**src/rtl/evt_nest_pkg.sv**
```systemverilog
package evt_nest_pkg;
    typedef enum logic [1:0] {
        ST_WAIT  = 2'd0,
        ST_ENTER = 2'd1,
        ST_EXIT  = 2'd2
    } evt_state_e;
endpackage

```
**src/rtl/evt_lowest_set.sv**
```systemverilog
module evt_lowest_set #(
    parameter int N  = 16,
    parameter int IW = 4
) (
    input  logic [N-1:0]  vec,
    output logic [IW-1:0] idx,
    output logic          found
);
    always_comb begin
        idx   = '0;
        found = 1'b0;
        for (int i = N - 1; i >= 0; i--) begin
            if (vec[i]) begin
                idx   = IW'(i);
                found = 1'b1;
            end
        end
    end
endmodule

```
**src/rtl/evt_arbiter.sv**
```systemverilog
module evt_arbiter #(
    parameter int NUM_LVL = 16,
    localparam int LVL_W  = $clog2(NUM_LVL)
) (
    input  logic [NUM_LVL-1:0] latched,
    input  logic [NUM_LVL-1:0] mask,
    input  logic [NUM_LVL-1:0] pending,
    input  logic               nest_en,
    output logic               take,
    output logic [LVL_W-1:0]   take_lvl,
    output logic               self_entry,
    output logic               cur_any,
    output logic [LVL_W-1:0]   cur_lvl
);
    logic [NUM_LVL-1:0] eligible;
    logic               cand_any;

    assign eligible = latched & mask;

    evt_lowest_set #(.N(NUM_LVL), .IW(LVL_W)) u_cand (
        .vec   (eligible),
        .idx   (take_lvl),
        .found (cand_any)
    );

    evt_lowest_set #(.N(NUM_LVL), .IW(LVL_W)) u_cur (
        .vec   (pending),
        .idx   (cur_lvl),
        .found (cur_any)
    );

    always_comb begin
        self_entry = cand_any && cur_any && (take_lvl == cur_lvl) && nest_en;
        take       = cand_any && (!cur_any || (take_lvl < cur_lvl) || self_entry);
    end
endmodule

```
**src/rtl/evt_vec_table.sv**
```systemverilog
module evt_vec_table #(
    parameter int                  NUM_LVL  = 16,
    parameter int                  ADDR_W   = 32,
    parameter logic [ADDR_W-1:0]   VEC_BASE = 'h2000,
    localparam int                 LVL_W    = $clog2(NUM_LVL)
) (
    input  logic [LVL_W-1:0]  lvl,
    output logic [ADDR_W-1:0] addr
);
    logic [ADDR_W-1:0] entry [NUM_LVL];

    for (genvar g = 0; g < NUM_LVL; g++) begin : g_entry
        assign entry[g] = VEC_BASE + ADDR_W'(4 * g);
    end

    assign addr = entry[lvl];
endmodule

```
**src/rtl/evt_nest_ctrl.sv**
```systemverilog
module evt_nest_ctrl
    import evt_nest_pkg::*;
#(
    parameter int                NUM_LVL  = 16,
    parameter int                ADDR_W   = 32,
    parameter logic [ADDR_W-1:0] VEC_BASE = 'h2000
) (
    input  logic               clk,
    input  logic               rst_n,
    input  logic [NUM_LVL-1:0] raise_req,
    input  logic               mask_we,
    input  logic [NUM_LVL-1:0] mask_wdata,
    input  logic               cfg_we,
    input  logic               cfg_nest,
    input  logic [ADDR_W-1:0]  cur_pc,
    input  logic               rti,
    input  logic               ret_we,
    input  logic [ADDR_W-1:0]  ret_wdata,
    output logic [NUM_LVL-1:0] latched,
    output logic [NUM_LVL-1:0] pending,
    output logic               vec_valid,
    output logic [ADDR_W-1:0]  vec_addr,
    output logic [ADDR_W-1:0]  ret_addr,
    output logic               resume_valid,
    output logic [ADDR_W-1:0]  resume_addr
);
    localparam int                LVL_W   = $clog2(NUM_LVL);
    localparam logic [ADDR_W-1:0] LSB_CLR = {{(ADDR_W-1){1'b1}}, 1'b0};

    evt_state_e         state_q, state_d;
    logic [NUM_LVL-1:0] latched_q, pending_q, mask_q;
    logic               nest_q;
    logic [ADDR_W-1:0]  ret_q, vec_addr_q, resume_q;

    logic               take, self_entry, cur_any;
    logic [LVL_W-1:0]   take_lvl, cur_lvl;
    logic [ADDR_W-1:0]  tbl_addr;
    logic               go_enter, go_exit;
    logic [NUM_LVL-1:0] take_bit, cur_bit;

    evt_arbiter #(.NUM_LVL(NUM_LVL)) u_arb (
        .latched    (latched_q),
        .mask       (mask_q),
        .pending    (pending_q),
        .nest_en    (nest_q),
        .take       (take),
        .take_lvl   (take_lvl),
        .self_entry (self_entry),
        .cur_any    (cur_any),
        .cur_lvl    (cur_lvl)
    );

    evt_vec_table #(.NUM_LVL(NUM_LVL), .ADDR_W(ADDR_W), .VEC_BASE(VEC_BASE)) u_tbl (
        .lvl  (take_lvl),
        .addr (tbl_addr)
    );

    assign go_enter = (state_q == ST_WAIT) && take;
    assign go_exit  = (state_q == ST_WAIT) && !take && rti && cur_any;
    assign take_bit = NUM_LVL'(1) << take_lvl;
    assign cur_bit  = NUM_LVL'(1) << cur_lvl;

    // next-state logic: TAKE, LEAVE, DONE
    always_comb begin
        state_d = state_q;
        unique case (state_q)
            ST_WAIT: begin
                if (go_enter)     state_d = ST_ENTER;
                else if (go_exit) state_d = ST_EXIT;
            end
            ST_ENTER: state_d = ST_WAIT;
            ST_EXIT:  state_d = ST_WAIT;
            default:  state_d = ST_WAIT;
        endcase
    end

    always_ff @(posedge clk or negedge rst_n) begin
        if (!rst_n) state_q <= ST_WAIT;
        else        state_q <= state_d;
    end

    // level, configuration and address registers
    always_ff @(posedge clk or negedge rst_n) begin
        if (!rst_n) begin
            latched_q  <= '0;
            pending_q  <= '0;
            mask_q     <= '0;
            nest_q     <= 1'b0;
            ret_q      <= '0;
            vec_addr_q <= '0;
            resume_q   <= '0;
        end else begin
            latched_q <= (latched_q & ~(go_enter ? take_bit : '0)) | raise_req;
            if (mask_we) mask_q <= mask_wdata;
            if (cfg_we)  nest_q <= cfg_nest;
            if (go_enter) begin
                pending_q  <= pending_q | take_bit;
                vec_addr_q <= tbl_addr;
                ret_q      <= (cur_pc & LSB_CLR) | ADDR_W'(self_entry);
            end else begin
                if (ret_we) ret_q <= ret_wdata;
                if (go_exit) begin
                    resume_q <= ret_q & LSB_CLR;
                    if (!ret_q[0]) pending_q <= pending_q & ~cur_bit;
                end
            end
        end
    end

    // outputs
    always_comb begin
        vec_valid    = (state_q == ST_ENTER);
        resume_valid = (state_q == ST_EXIT);
        vec_addr     = vec_addr_q;
        resume_addr  = resume_q;
        ret_addr     = ret_q;
        latched      = latched_q;
        pending      = pending_q;
    end
endmodule

```
**config.mk**
```make
export PLATFORM = sky130hd
export DESIGN_NAME = evt_nest_ctrl
export DESIGN_NICKNAME = d
export VERILOG_FILES = /design/src/rtl/evt_nest_pkg.sv /design/src/rtl/evt_lowest_set.sv /design/src/rtl/evt_arbiter.sv /design/src/rtl/evt_vec_table.sv /design/src/rtl/evt_nest_ctrl.sv
export SDC_FILE = /design/constraint.sdc
export NUM_CORES = 1
export LEC_CHECK = 0
export BUFFER_PORTS_ARGS = -buffer_cell sky130_fd_sc_hd__buf_4
export CAP_MARGIN = 20
export CORE_ASPECT_RATIO = 1.4
export CORE_UTILIZATION = 50
export CTS_CLUSTER_DIAMETER = 30
export DETAILED_ROUTE_END_ITERATION = 7
export GPL_ROUTABILITY_DRIVEN = 0
export PLACE_DENSITY = 0.83
export SYNTH_ARGS = -nofsm -noshare
export SYNTH_HDL_FRONTEND = slang
export SYNTH_HIERARCHICAL = 1
export SYNTH_SLANG_ARGS = --single-unit
```
**constraint.sdc**
```tcl
create_clock -name clk -period 10 [get_ports clk]
set_input_delay 3 -clock clk [delete_from_list [all_inputs] [get_ports clk]]
set_output_delay 3 -clock clk [all_outputs]
set_load 0.005 [all_outputs]
```
Yosys cells after proc, flatten, opt, wreduce, memory -nomap -nowiden
Memories as Yosys holds them, arrays and structs flattened. A register that Yosys moved wholly into a read port is not among the register bits.
Cells that the tools add are included.

storage, ports and cells
  register bits = 114
  ROM bits = 512
  bits of input ports = 103
  output and inout port bits = 130
  word-level logic and storage cells = 117
  memories kept = 1

memories
  memory            words  width  rd ports  clocked after Yosys merged registers in  wr ports  RTL line             source
  (name not given)  16     32     1         1                                        0         evt_vec_table.sv:16  assign addr = entry[lvl];

operators by class
  magnitude comparators = 1
  equality and inequality tests = 5
  shift operators = 2
  mux-type cells = 73
  bitwise gates (word level) = 10
  reduce and logical (&&, ||, !) cells = 18

operator list
  kind                                                                 number
  4-bit 2-to-1 mux                                                     32
  16-bit 2-to-1 mux                                                    4
  32-bit 2-to-1 mux                                                    2
  16-bit AND                                                           3
  1-bit 2-to-1 mux                                                     32
  16-bit inverter                                                      2
  16-bit OR                                                            2
  32-bit by 1-bit OR with 32-bit output                                1
  1-bit by 4-bit << shifter with 16-bit output (first input constant)  2
  1-bit logical AND                                                    8
  2-bit 2-to-1 mux                                                     3
  4-bit inverter with 5-bit output                                     1
  4-bit == test                                                        1
  4-bit < comparator                                                   1
  2-bit AND reduction                                                  2
  2-bit nonzero test                                                   2
  1-bit logical NOT                                                    3
  3-bit != test (second input constant)                                1
  2-bit by 1-bit == test with 1-bit output (second input constant)     1
  2-bit == test (second input constant)                                1
  2-bit logical NOT                                                    1
  1-bit logical OR                                                     2
  2-bit by 1-bit != test with 1-bit output (second input constant)     1
  1-bit inverter                                                       1

Logic depth before layout (Yosys ltp)
Gate-level depths: netlist of run 1.

  depth after elaboration = 29
  gate-level depth with buffers = 17
  depth with buffers taken out = 14

Cells and area by module
Netlist of run 1, hierarchy kept.

by module, submodules not included
  module          instances  cells each  area each (sq um)  sequential area each (sq um)
  evt_nest_ctrl   1          512         5919.4             3653.5
  evt_lowest_set  2          33          178.9              0.0
  evt_arbiter     1          37          247.7              0.0
  evt_vec_table   1          34          247.7              0.0

Worst setup path before layout of run 1
OpenSTA, ideal clock, no wires.

  kind = input -> register
  start = in rti
  end = reg resume_q[10], in the netlist resume_addr[10]
  library setup time = 0.125 ns
  arrival time = 3.967 ns
  required time = 9.875 ns
  path slack = 5.908 ns
  stages on the path = 4
  buffers on the path = 1
  path through = nand2_1 nor4_2 buf_2 mux2_2

between the ends
  word-level cells in the longest chain between the ends = 3

RTL lines
  what                            RTL line              source
  from (decl)                     evt_nest_ctrl.sv:16   input logic rti,
  1-bit logical AND (2 in a row)  evt_nest_ctrl.sv:59   assign go_exit = (state_q == ST_WAIT) && !take && rti && cur_any;
  2-bit AND reduction (no line)   --
  to (signal assigned)            evt_nest_ctrl.sv:103  resume_q <= ret_q & LSB_CLR;
  to (decl)                       evt_nest_ctrl.sv:33   logic [ADDR_W-1:0] ret_q, vec_addr_q, resume_q;

No other way between the ends.
A chain may end at the register's enable or synchronous reset.

Worst setup path in the final report of run 1
  start = reg latched_q[14], in the netlist latched[14]
  end = reg latched_q[12], in the netlist latched[12]

between the ends
  word-level cells in the longest chain between the ends = 26
  elaborated cells on any way between the ends = 45
  classes of those cells = 1 x order compare; 1 x eq/ne; 1 x shift; 31 x mux; 4 x bitwise; 7 x reduce/logical

RTL lines
  what                                                                        RTL line              source
  from (decl)                                                                 evt_nest_ctrl.sv:31   logic [NUM_LVL-1:0] latched_q, pending_q, mask_q;
  from (signal assigned)                                                      evt_nest_ctrl.sv:93   latched_q <= (latched_q & ~(go_enter ? take_bit : '0)) | raise_req;
  16-bit AND (*)                                                              evt_arbiter.sv:18     assign eligible = latched & mask;
  via u_arb.eligible[14]                                                      evt_arbiter.sv:15     logic [NUM_LVL-1:0] eligible;
  4-bit 2-to-1 mux (*) (15 in a row)                                          evt_lowest_set.sv:13  if (vec[i]) begin
  via take_lvl[0]                                                             evt_nest_ctrl.sv:36   logic [LVL_W-1:0] take_lvl, cur_lvl;
  parallel branches: the longest is 3 deep, another holds 4-bit < comparator  --
  1-bit logical OR (*)                                                        evt_arbiter.sv:34     take = cand_any && (!cur_any || (take_lvl < cur_lvl) || self_entry);
  1-bit logical AND (*)                                                       evt_arbiter.sv:34
  via take                                                                    evt_nest_ctrl.sv:35   logic take, self_entry, cur_any;
  1-bit logical AND (*)                                                       evt_nest_ctrl.sv:58   assign go_enter = (state_q == ST_WAIT) && take;
  16-bit 2-to-1 mux (*)                                                       evt_nest_ctrl.sv:93
  16-bit inverter (*)                                                         evt_nest_ctrl.sv:93
  16-bit AND (*)                                                              evt_nest_ctrl.sv:93
  16-bit OR (*)                                                               evt_nest_ctrl.sv:93

Mark *: on every way through the listed nets, which the timed path passes.

==> results.toml, run 1 <==
[run_status]
outcome = "complete, no violations"

[cts]
numCtsBuffers = 17
hold_buffers = 0
cts_tree = "yes"
post_cts_buffers = 0
clkTransAtPathRegs_ns = 0.06
clockRootBuffer = "clkbuf_16"
insertion_delay_ns = 0.42
clock_sinks = 146
ctsResizeCount = 0
clockBufferDepth = 2
cts_max_level = 4

[synth]
synth-seq-cells = 146
yosys-top-cells-count = "nand2_1, dfrtp_1, mux2_2"
synth_top_area_cell = "dfrtp_1"
syn_inst = 649
ys_warn_count = 6
synthFlopType = "dfrtp_1"
synth.top_cell.area_share = 0.539
synth.distinct_cells = 45
synthArstFlopShare = 1.00
syn-cell-area_mm2 = 0.00677
syn_avg_cell_area_um2 = 10.4
synth_area_leaders = "dfrtp_1, nand2_1, mux2_2"
seq_area_frac_synth = 0.539
synth-edff-count = 0
yosysMostFrequentCell = "nand2_1"

[critical_path]
timing.rr.end = "latched[12]$_DFF_PN0_"
crit_slowest_cell = "inv_4"
arrival_ns = 5.32
ff2ff_path_depth = 15
worst-setup-path-type = "register to register"
worstPathCellList = "and2_1 -> inv_1 -> a21oi_1 -> o311a_2 -> o22ai_1 -> inv_1 -> ha_1 -> nand2_4 -> o32ai_2 -> o21bai_1 -> or3b_2 -> buf_4 -> inv_4 -> nand3_1 -> a21o_1"
r2r_slack_ns = 4.99
required_ns = 10.31
cp_slowest_stage_delay_ns = 0.76
crit_path_start_kind = "register"
endpoint_kind = "register"
cp_max_fo = 117
regToRegStartpoint = "latched[14]$_DFF_PN0_"
path_common_cell = "inv_1"

[place]
dp_hpwl_um = 12300
portBuffers = 230

[detailed_routing]
vias = 5430
wl_per_cell_um = 16.2
drt_pass1_iterations = 5
drtIter0Drc = 236
remaining_drc_errors = 0
drt_wl_total_um = 17200
vias_per_cell = 5.13
ant_nets = 0

[layout]
seqCellArea_mm2 = 0.00365
fill_cells = 991
area_growth_syn_to_layout_pct = 33.9
antennaDiodeCount = 0
final_nets = 975
drive_gt1_frac = 0.370
multiInputGateArea_mm2 = 0.00274

[hold_path]
holdCritPathClass = "register to register"
hold_path_end = "vec_addr[27]$_DFFE_PN0P_"
hp-start = "vec_addr[27]$_DFFE_PN0P_"
hold_depth = 2

[floorplan]
io_pins = 233
die_area_mm2 = 0.0140
die_h_um = 140
rows = 49
die_x_um = 100
initial_core_util = 0.519
core_mm2 = 0.0131

[global_route]
grt_pass1_wl_um = 26600
first_global_vias = 5322
antenna_found_initial = 0
overflow = 0
track_usage = 0.247
grt_max_degree = 118

[sta]
min_period_over_period = 0.501
rsz0062_at_grt = "false"
max-slew-margin-rel = 0.286
tightest_slew_ns = 1.07
maxSlewViolCount = 0
finClkSkew_ns = 0.0108
fin_crit_ns = 5.01
fin_setup_tns_ns = 0
timing.fmax_ghz = 0.200
setup_viol = 0
finalHoldViolCount = 0

[power_and_ir_drop]
finalPower_mw = 2.71
p_per_area_mw_per_mm2 = 299
ir_drop_mv = 0.325
leakage_nw = 4.53

[run]
cap_violations = 0
area by class of cell:
type / count / area share
clock inverters: 13 / 0.0164
flip-flops and latches: 146 / 0.403
well taps: 178 / 0.0246
inverters: 26 / 0.0110
clock buffers: 19 / 0.0488
repair buffers: 234 / 0.194
multi-input cells: 443 / 0.302
logic make-up (layout without fill, tap and decap cells):
kind of cell / count (synthesis) / in the layout / share of synthesized area
simple gates: 241 / 241 / 0.167
flops: 146 / 146 / 0.539
buf+inv: 86 / 292 / 0.0715
fa+ha+maj: 4 / 4 / 0.00739
other cells: 3 / 29 / 0.00166
compound gates: 89 / 89 / 0.0863
mux: 80 / 80 / 0.127
state kept, by name, indices dropped and copies added, names as in the netlist:
| signal | flops |
|---|---|
| latched | 16 |
| resume_addr | 31 |
| state_q | 2 |
| nest_q | 1 |
| mask_q | 16 |
| vec_addr | 32 |
| pending | 16 |
| ret_addr | 32 |
worst max-delay path by stage:
stage	start	endpoint	slack, ns
after CTS	pending[7]$_DFFE_PN0P_	latched[12]$_DFF_PN0_	5.06
after floorplan	rti	resume_addr[10]$_DFFE_PN0P_	5.91
after detailed placement	pending[7]$_DFFE_PN0P_	latched[12]$_DFF_PN0_	5.06
after global placement	pending[7]$_DFFE_PN0P_	latched[12]$_DFF_PN0_	5.10
final	latched[14]$_DFF_PN0_	latched[12]$_DFF_PN0_	4.99
after global routing	pending[7]$_DFFE_PN0P_	latched[14]$_DFF_PN0_	4.60
per-stage QoR:
stage               cells  instance area, um2  setup slack (ns)  hold WS, ns   util
finish               1059                9070              4.99        0.476  0.695
global route         1059                9070              4.60        0.497  0.695
CTS                  1059                9070              5.06        0.480  0.695
detailed placement   1027                8480              5.06        0.465  0.649
global placement     1027                8480              5.10        0.461  0.649
floorplan             675                6870              5.91        0.470      -
power breakdown:
part	internal, mW	switching, mW	leakage [nW]
combinational	0.531	0.576	2.55
sequential	0.821	0.150	1.69
clock	0.379	0.255	0.287
total	1.73	0.980	4.53
worst max-delay path, delay by kind of cell, from the launching register on:
| family | cells | cell delay [ns] |
|---|---|---|
| flip-flops | 1 | 0.40 |
| AO/OA/AOI/OAI | 6 | 1.74 |
| AND/OR/NAND/NOR | 4 | 1.04 |
| buffers and inverters | 4 | 1.21 |
| adder cells (fa/ha/maj) | 1 | 0.35 |
layer usage:
metal,share of wire,wire [um],global-route usage
met5,0,0,0
met4,0.028,483,0.117
met3,0.089,1530,0.0733
met2,0.51,8690,0.431
met1,0.38,6470,0.273
layout by cell type, fill, tap and decap left out, types with 3 or more instances in the layout:
cell,n
mux2_2,47
o21bai_1,8
inv_1,25
conb_1,29
a32oi_1,3
dfrtp_1,146
nor3b_1,3
clkbuf_16,17
o21ai_0,34
mux2i_1,32
buf_4,233
ha_1,4
nor3_1,10
and3_1,7
nand3_1,8
o32a_1,6
inv_6,4
a21o_1,9
nand2b_1,4
a21oi_1,12
nand2_1,147
nand4_1,7
a31oi_1,5
nor2_1,17
a2bb2oi_1,3
and2_1,16
nor4_2,4
nor2b_1,8
(Power assumes the default switching activity.)
==> run 2, diff against run 1 <==
Settings changed: ABC_AREA from default to 1, PLACE_DENSITY 0.83 to 0.82.
Clock period 10 ns to 5.25 ns, I/O delays scaled along.
==> run 2 against run 1 <==
  * First-iteration DRC count grew 36%
  * Clock skew shrank 0.0011 ns
  * Fmax grew 17%
  * Global-route usage grew 1.4 points
  * Combinational power grew 120%
  * Worst hold slack gained 0.0037 ns
  * Via count grew 12%
  * Routed wire length grew 7.2%
==> results.toml, run 2 <==
[synth]
yosysMostFrequentCell = "nand2_1"
synth_area_leaders = "dfrtp_1, nand2_1, inv_1"
synthXorXnorAreaFrac = 0
synthFlopType = "dfrtp_1"
ys_warn_count = 6
seq_area_frac_synth = 0.522
syn_avg_cell_area_um2 = 8.38
synth-edff-count = 0
synth_top_family_by_area = "simple AND/OR/NAND/NOR gates"
synth.distinct_cells = 28
synth-seq-cells = 146
syn-cell-area_mm2 = 0.00699
synth_compound_area_frac = 0.0809
synth_fa_ha_area_frac = 0.00716
syn_inst = 834
synthMuxAreaShare = 0.0274
synth.top_cell.area_share = 0.522
synth_top_area_cell = "dfrtp_1"
yosys-top-cells-count = "nand2_1, dfrtp_1, inv_1"
yosys.area_share.simple = 0.232
synthArstFlopShare = 1.00

[power_and_ir_drop]
ir_drop_mv = 0.413
p_per_area_mw_per_mm2 = 601
leakage_nw = 4.99
combinationalPowerShare = 0.442
seqPwrFrac = 0.320
power_frac_clock = 0.238
p_sw_frac = 0.389
cellInternalPower_mw = 3.42
p_switching_mw = 2.18

[detailed_routing]
vias = 6101
drt_wl_total_um = 18400
remaining_drc_errors = 0
vias_per_cell = 4.90
ant_nets = 0
drt_pass1_iterations = 5
wl_per_cell_um = 14.8
drtIter0Drc = 320

[layout]
utilization = 0.689
fin_area_mm2 = 0.00931
area_growth_syn_to_layout_pct = 33.1
final_common_cell = "buf_4"
antennaDiodeCount = 0
drive_gt1_frac = 0.288
final_nets = 1158
layout_common_cells = "buf_4, nand2_1, dfrtp_1, inv_1, nor2_1"

[hold_path]
holdCritPathClass = "register to register"

[cts]
clockRootBuffer = "clkbuf_16"
cts_tree = "yes"
post_cts_buffers = 0
clock_sinks = 146
cts_max_level = 4
hold_buffers = 0
numCtsBuffers = 17
clockBufferDepth = 2
ctsResizeCount = 0
clkTransAtPathRegs_ns = 0.06
insertion_delay_ns = 0.41

[floorplan]
die_h_um = 142
io_pins = 233
die_x_um = 102
core_mm2 = 0.0135
rows = 50
die_area_mm2 = 0.0145
initial_core_util = 0.518

[sta]
finalHoldViolCount = 0
tightest_slew_ns = 0.830
rsz0062_at_grt = "false"
maxSlewViolCount = 0
min_period_over_period = 0.815
setup_viol = 0
max-slew-margin-rel = 0.447
fin_crit_ns = 4.28
timing.fmax_ghz = 0.234
finClkSkew_ns = 0.00965
fin_setup_tns_ns = 0

[run]
cap_violations = 0

[global_route]
track_usage = 0.262
antenna_found_initial = 0
overflow = 0
first_global_vias = 5874
grt_pass1_wl_um = 28800
grt_max_degree = 94

[critical_path]
worst-setup-path-type = "register to register"
crit_path_start_kind = "register"
endpoint_kind = "register"
arrival_ns = 4.60
required_ns = 5.57
cp_max_fo = 29

[place]
placed_area_mm2 = 0.00866
dp_hpwl_um = 13400
portBuffers = 230

[run_status]
outcome = "complete, no violations"
==> run 2: cell count changes after synthesis, moves of 9 or more <==
cell,before,now
inv_1,25,103
nand2_1,147,219
nor2_1,17,86
nand3_1,8,70
mux2i_1,32,0
o211ai_1,0,31
mux2_2,47,17
and2_1,16,0
inv_2,0,14
a21o_1,9,0
==> run 2: metrics by stage <==
stage / setup slack (ns) / cells / hold WS [ns] / total power [mW]
floorplan: 2.36 / 860 / 0.472 / 3.32
global placement: 1.26 / 1214 / 0.465 / 4.19
detailed placement: 1.11 / 1214 / 0.467 / 4.28
CTS: 1.07 / 1244 / 0.484 / 5.63
global route: 0.697 / 1244 / 0.505 / 6.00
finish: 0.973 / 1244 / 0.480 / 5.60
==> run 2: worst paths after layout <==
check | startpoint | to | slack [ns] | cells past startpoint
worst max-delay path | latched[3]$_DFF_PN0_ | ret_addr[24]$_DFFE_PN0P_ | 0.97 | 18
worst min-delay path | vec_addr[1]$_DFFE_PN0P_ | vec_addr[1]$_DFFE_PN0P_ | 0.48 | 2
worst max register to register | latched[3]$_DFF_PN0_ | ret_addr[24]$_DFFE_PN0P_ | 0.97 | 18
worst min register to register | vec_addr[1]$_DFFE_PN0P_ | vec_addr[1]$_DFFE_PN0P_ | 0.48 | 2
max in group asynchronous | rst_n | resume_addr[20]$_DFFE_PN0P_ | 3.11 | 2
min in group asynchronous | rst_n | mask_q[7]$_DFFE_PN0P_ | 1.24 | 1
==> run 2: final cells by class <==
type                    instances  area (um2)
inverters                     117         439
well taps                     182         228
clock inverters                12         205
multi-input cells             531        2540
fillers                      1126        4200
flip-flops and latches        146        3650
repair buffers                238        1800
clock buffers                  18         439
==> run 2: cells by family after synthesis <==
family | count (synthesis)
buffers and inverters | 183
other | 3
muxes | 17
and+or+nand+nor | 393
adders and majority gates | 4
DFF | 146
AOI/OAI and AO/OA | 88
==> run 2: critical path, stage by stage (launching register included) <==
cell and delay, ns:
dfrtp_1 0.40, nand2_1 0.07, inv_1 0.04, inv_1 0.06, nand2_1 0.07, nor3_1 0.45
inv_1 0.15, nor3_1 0.54, ha_1 0.35, nand2_1 0.11, inv_1 0.05, nand2_1 0.06
nand2_1 0.05, a21oi_1 0.42, nand2_2 0.46, inv_2 0.47, buf_12 0.24, nand2_1 0.07
o211ai_1 0.10
==> run 2: power by group through the flow <==
stage / registers [mW] / logic [mW] / clock network (mW)
2_1_floorplan: 1.81 / 1.51 / 0
3_3_place_gp: 1.79 / 2.41 / 0
3_5_place_dp: 1.80 / 2.48 / 0
4_1_cts: 1.79 / 2.49 / 1.35
5_1_grt: 1.84 / 2.76 / 1.40
6_report: 1.79 / 2.47 / 1.33
==> run 2: metal layers <==
metal,GRT usage,vias to the layer above,share of wire
met1,0.300,2829,0.38
met5,0,-,0
met4,0.123,0,0.038
met3,0.0707,46,0.070
li1,-,2977,-
met2,0.449,249,0.51
==> run 3, diff against run 2 <==
Clock period 5.25 ns to 4.1 ns, I/O delays scaled along.
==> run 3 against run 2 <==
  * Largest cell class unchanged
  * Routed wire length up 2.9%
  * Flip-flop and latch count unchanged
  * Cell count up 0.48%
  * Global-route usage up 1.0 points
==> results.toml, run 3 (same netlist as run 2, synthesis figures left out) <==
[layout]
drive_gt1_frac = 0.294
antennaDiodeCount = 0
multiInputGateArea_mm2 = 0.00255
fin_area_mm2 = 0.00930
seqCellArea_mm2 = 0.00365
layout_common_cells = "buf_4, nand2_1, dfrtp_1, inv_1, nor2_1"
final_nets = 1162
area_growth_syn_to_layout_pct = 32.9
fill_cells = 1151
final_common_cell = "buf_4"
utilization = 0.688

[detailed_routing]
drt_wl_total_um = 18900
drtIter0Drc = 289
wl_per_cell_um = 15.2
vias = 6191
remaining_drc_errors = 0
ant_nets = 0
drt_pass1_iterations = 5
vias_per_cell = 4.95

[sta]
maxSlewViolCount = 0
min_period_over_period = 0.897
fin_setup_tns_ns = 0
setup_viol = 0
max-slew-margin-rel = 0.579
finClkSkew_ns = 0.0127
tightest_slew_ns = 0.631
fin_crit_ns = 3.68
timing.fmax_ghz = 0.272
rsz0062_at_grt = "false"
finalHoldViolCount = 0

[floorplan]
die_area_mm2 = 0.0145
core_mm2 = 0.0135
io_pins = 233
initial_core_util = 0.518
rows = 50
die_h_um = 142
die_x_um = 102

[critical_path]
crit_cells = 29
path_common_cell = "nand2_1"
endpoint_kind = "register"
arrival_ns = 3.98
cp_max_fo = 27
cp_slowest_stage_delay_ns = 0.39
crit_slowest_cell = "dfrtp_1"
crit_path_start_kind = "register"
ff2ff_path_depth = 29
critPathBufInv = 4
required_ns = 4.40
critical-path-top-delay-family = "simple AND/OR/NAND/NOR gates"
worst-setup-path-type = "register to register"

[global_route]
grt_pass1_wl_um = 29900
first_global_vias = 6220
antenna_found_initial = 0
overflow = 0
grt_max_degree = 71
track_usage = 0.272

[place]
placed_area_mm2 = 0.00869
portBuffers = 230
dp_hpwl_um = 13900

[power_and_ir_drop]
p_switching_mw = 2.88
leakage_nw = 4.99
seqPwrFrac = 0.326
combinationalPowerShare = 0.455
p_per_area_mw_per_mm2 = 758
power_frac_clock = 0.220
ir_drop_mv = 0.545
p_sw_frac = 0.409
cellInternalPower_mw = 4.16

[cts]
clockRootBuffer = "clkbuf_16"
cts_tree = "yes"
clkTransAtPathRegs_ns = 0.07
clock_sinks = 146
cts_max_level = 4
clockBufferDepth = 2
insertion_delay_ns = 0.42
numCtsBuffers = 17

[hold_path]
hold_depth = 2
holdCritPathClass = "register to register"

[run_status]
outcome = "complete, no violations"

[run]
cap_violations = 0
[run 3: cell count changes in the layout (fill, tap and decap cells not counted), sizes merged]
cell      previous run  this run
clkinvlp             2         1
clkinv               3         4
buf                238       242
inv                119       126
clkbuf              18        17
bufinv               5         1
[run 3: final timing paths]
path,slack (ns),to,from
setup reg to reg,0.42,pending[3]$_DFFE_PN0P_,latched[14]$_DFF_PN0_
hold reg to reg,0.48,vec_addr[14]$_DFFE_PN0P_,vec_addr[14]$_DFFE_PN0P_
max in group asynchronous,2.50,vec_addr[18]$_DFFE_PN0P_,rst_n
hold / removal,0.48,vec_addr[14]$_DFFE_PN0P_,vec_addr[14]$_DFFE_PN0P_
setup / recovery,0.42,pending[3]$_DFFE_PN0P_,latched[14]$_DFF_PN0_
min in group asynchronous,0.80,latched[10]$_DFF_PN0_,rst_n
[run 3: metrics by stage]
stage,hold WS [ns],setup slack (ns),instances,power [mW]
finish,0.480,0.423,1250,7.04
global placement,0.465,0.520,1218,5.41
floorplan,0.472,1.21,860,4.25
detailed placement,0.467,0.419,1218,5.51
CTS,0.486,0.390,1250,7.09
global route,0.509,0.000326,1250,7.59
[run 3: power by group through the flow]
stage / combinational (mW) / clock, mW / sequential (mW)
4_1_cts: 3.23 / 1.57 / 2.29
5_1_grt: 3.59 / 1.64 / 2.35
3_3_place_gp: 3.12 / 0 / 2.29
3_5_place_dp: 3.21 / 0 / 2.30
2_1_floorplan: 1.93 / 0 / 2.31
6_report: 3.20 / 1.55 / 2.29
[run 3: worst min-delay path, stage by stage (launching register included)]
cell and delay, ns:
dfrtp_1 0.34, nand2_1 0.05, nand2_1 0.05
[run 3: metal layers]
| metal | wire, um | part of all wire | vias to the layer above | global-route usage |
|---|---|---|---|---|
| li1 | - | - | 2998 | - |
| met5 | 0 | 0 | - | 0 |
| met1 | 7150 | 0.38 | 2905 | 0.301 |
| met4 | 869 | 0.046 | 0 | 0.148 |
| met2 | 9720 | 0.51 | 234 | 0.474 |
| met3 | 1200 | 0.063 | 54 | 0.0648 |
[run 3: timing repair]
action	CTS	global route
endpoints found under the setup margin	0	47
resized for setup	0	2
hold buffers	0	0
setup buffers	0	0
[run 3: cell type report]
class | count | area share
clock buffers | 17 | 0.0458
repair buffers | 242 | 0.197
inverters | 117 | 0.0472
clock inverters | 15 | 0.0178
multi-input cells | 531 | 0.274
flip-flops and latches | 146 | 0.393
well taps | 182 | 0.0245
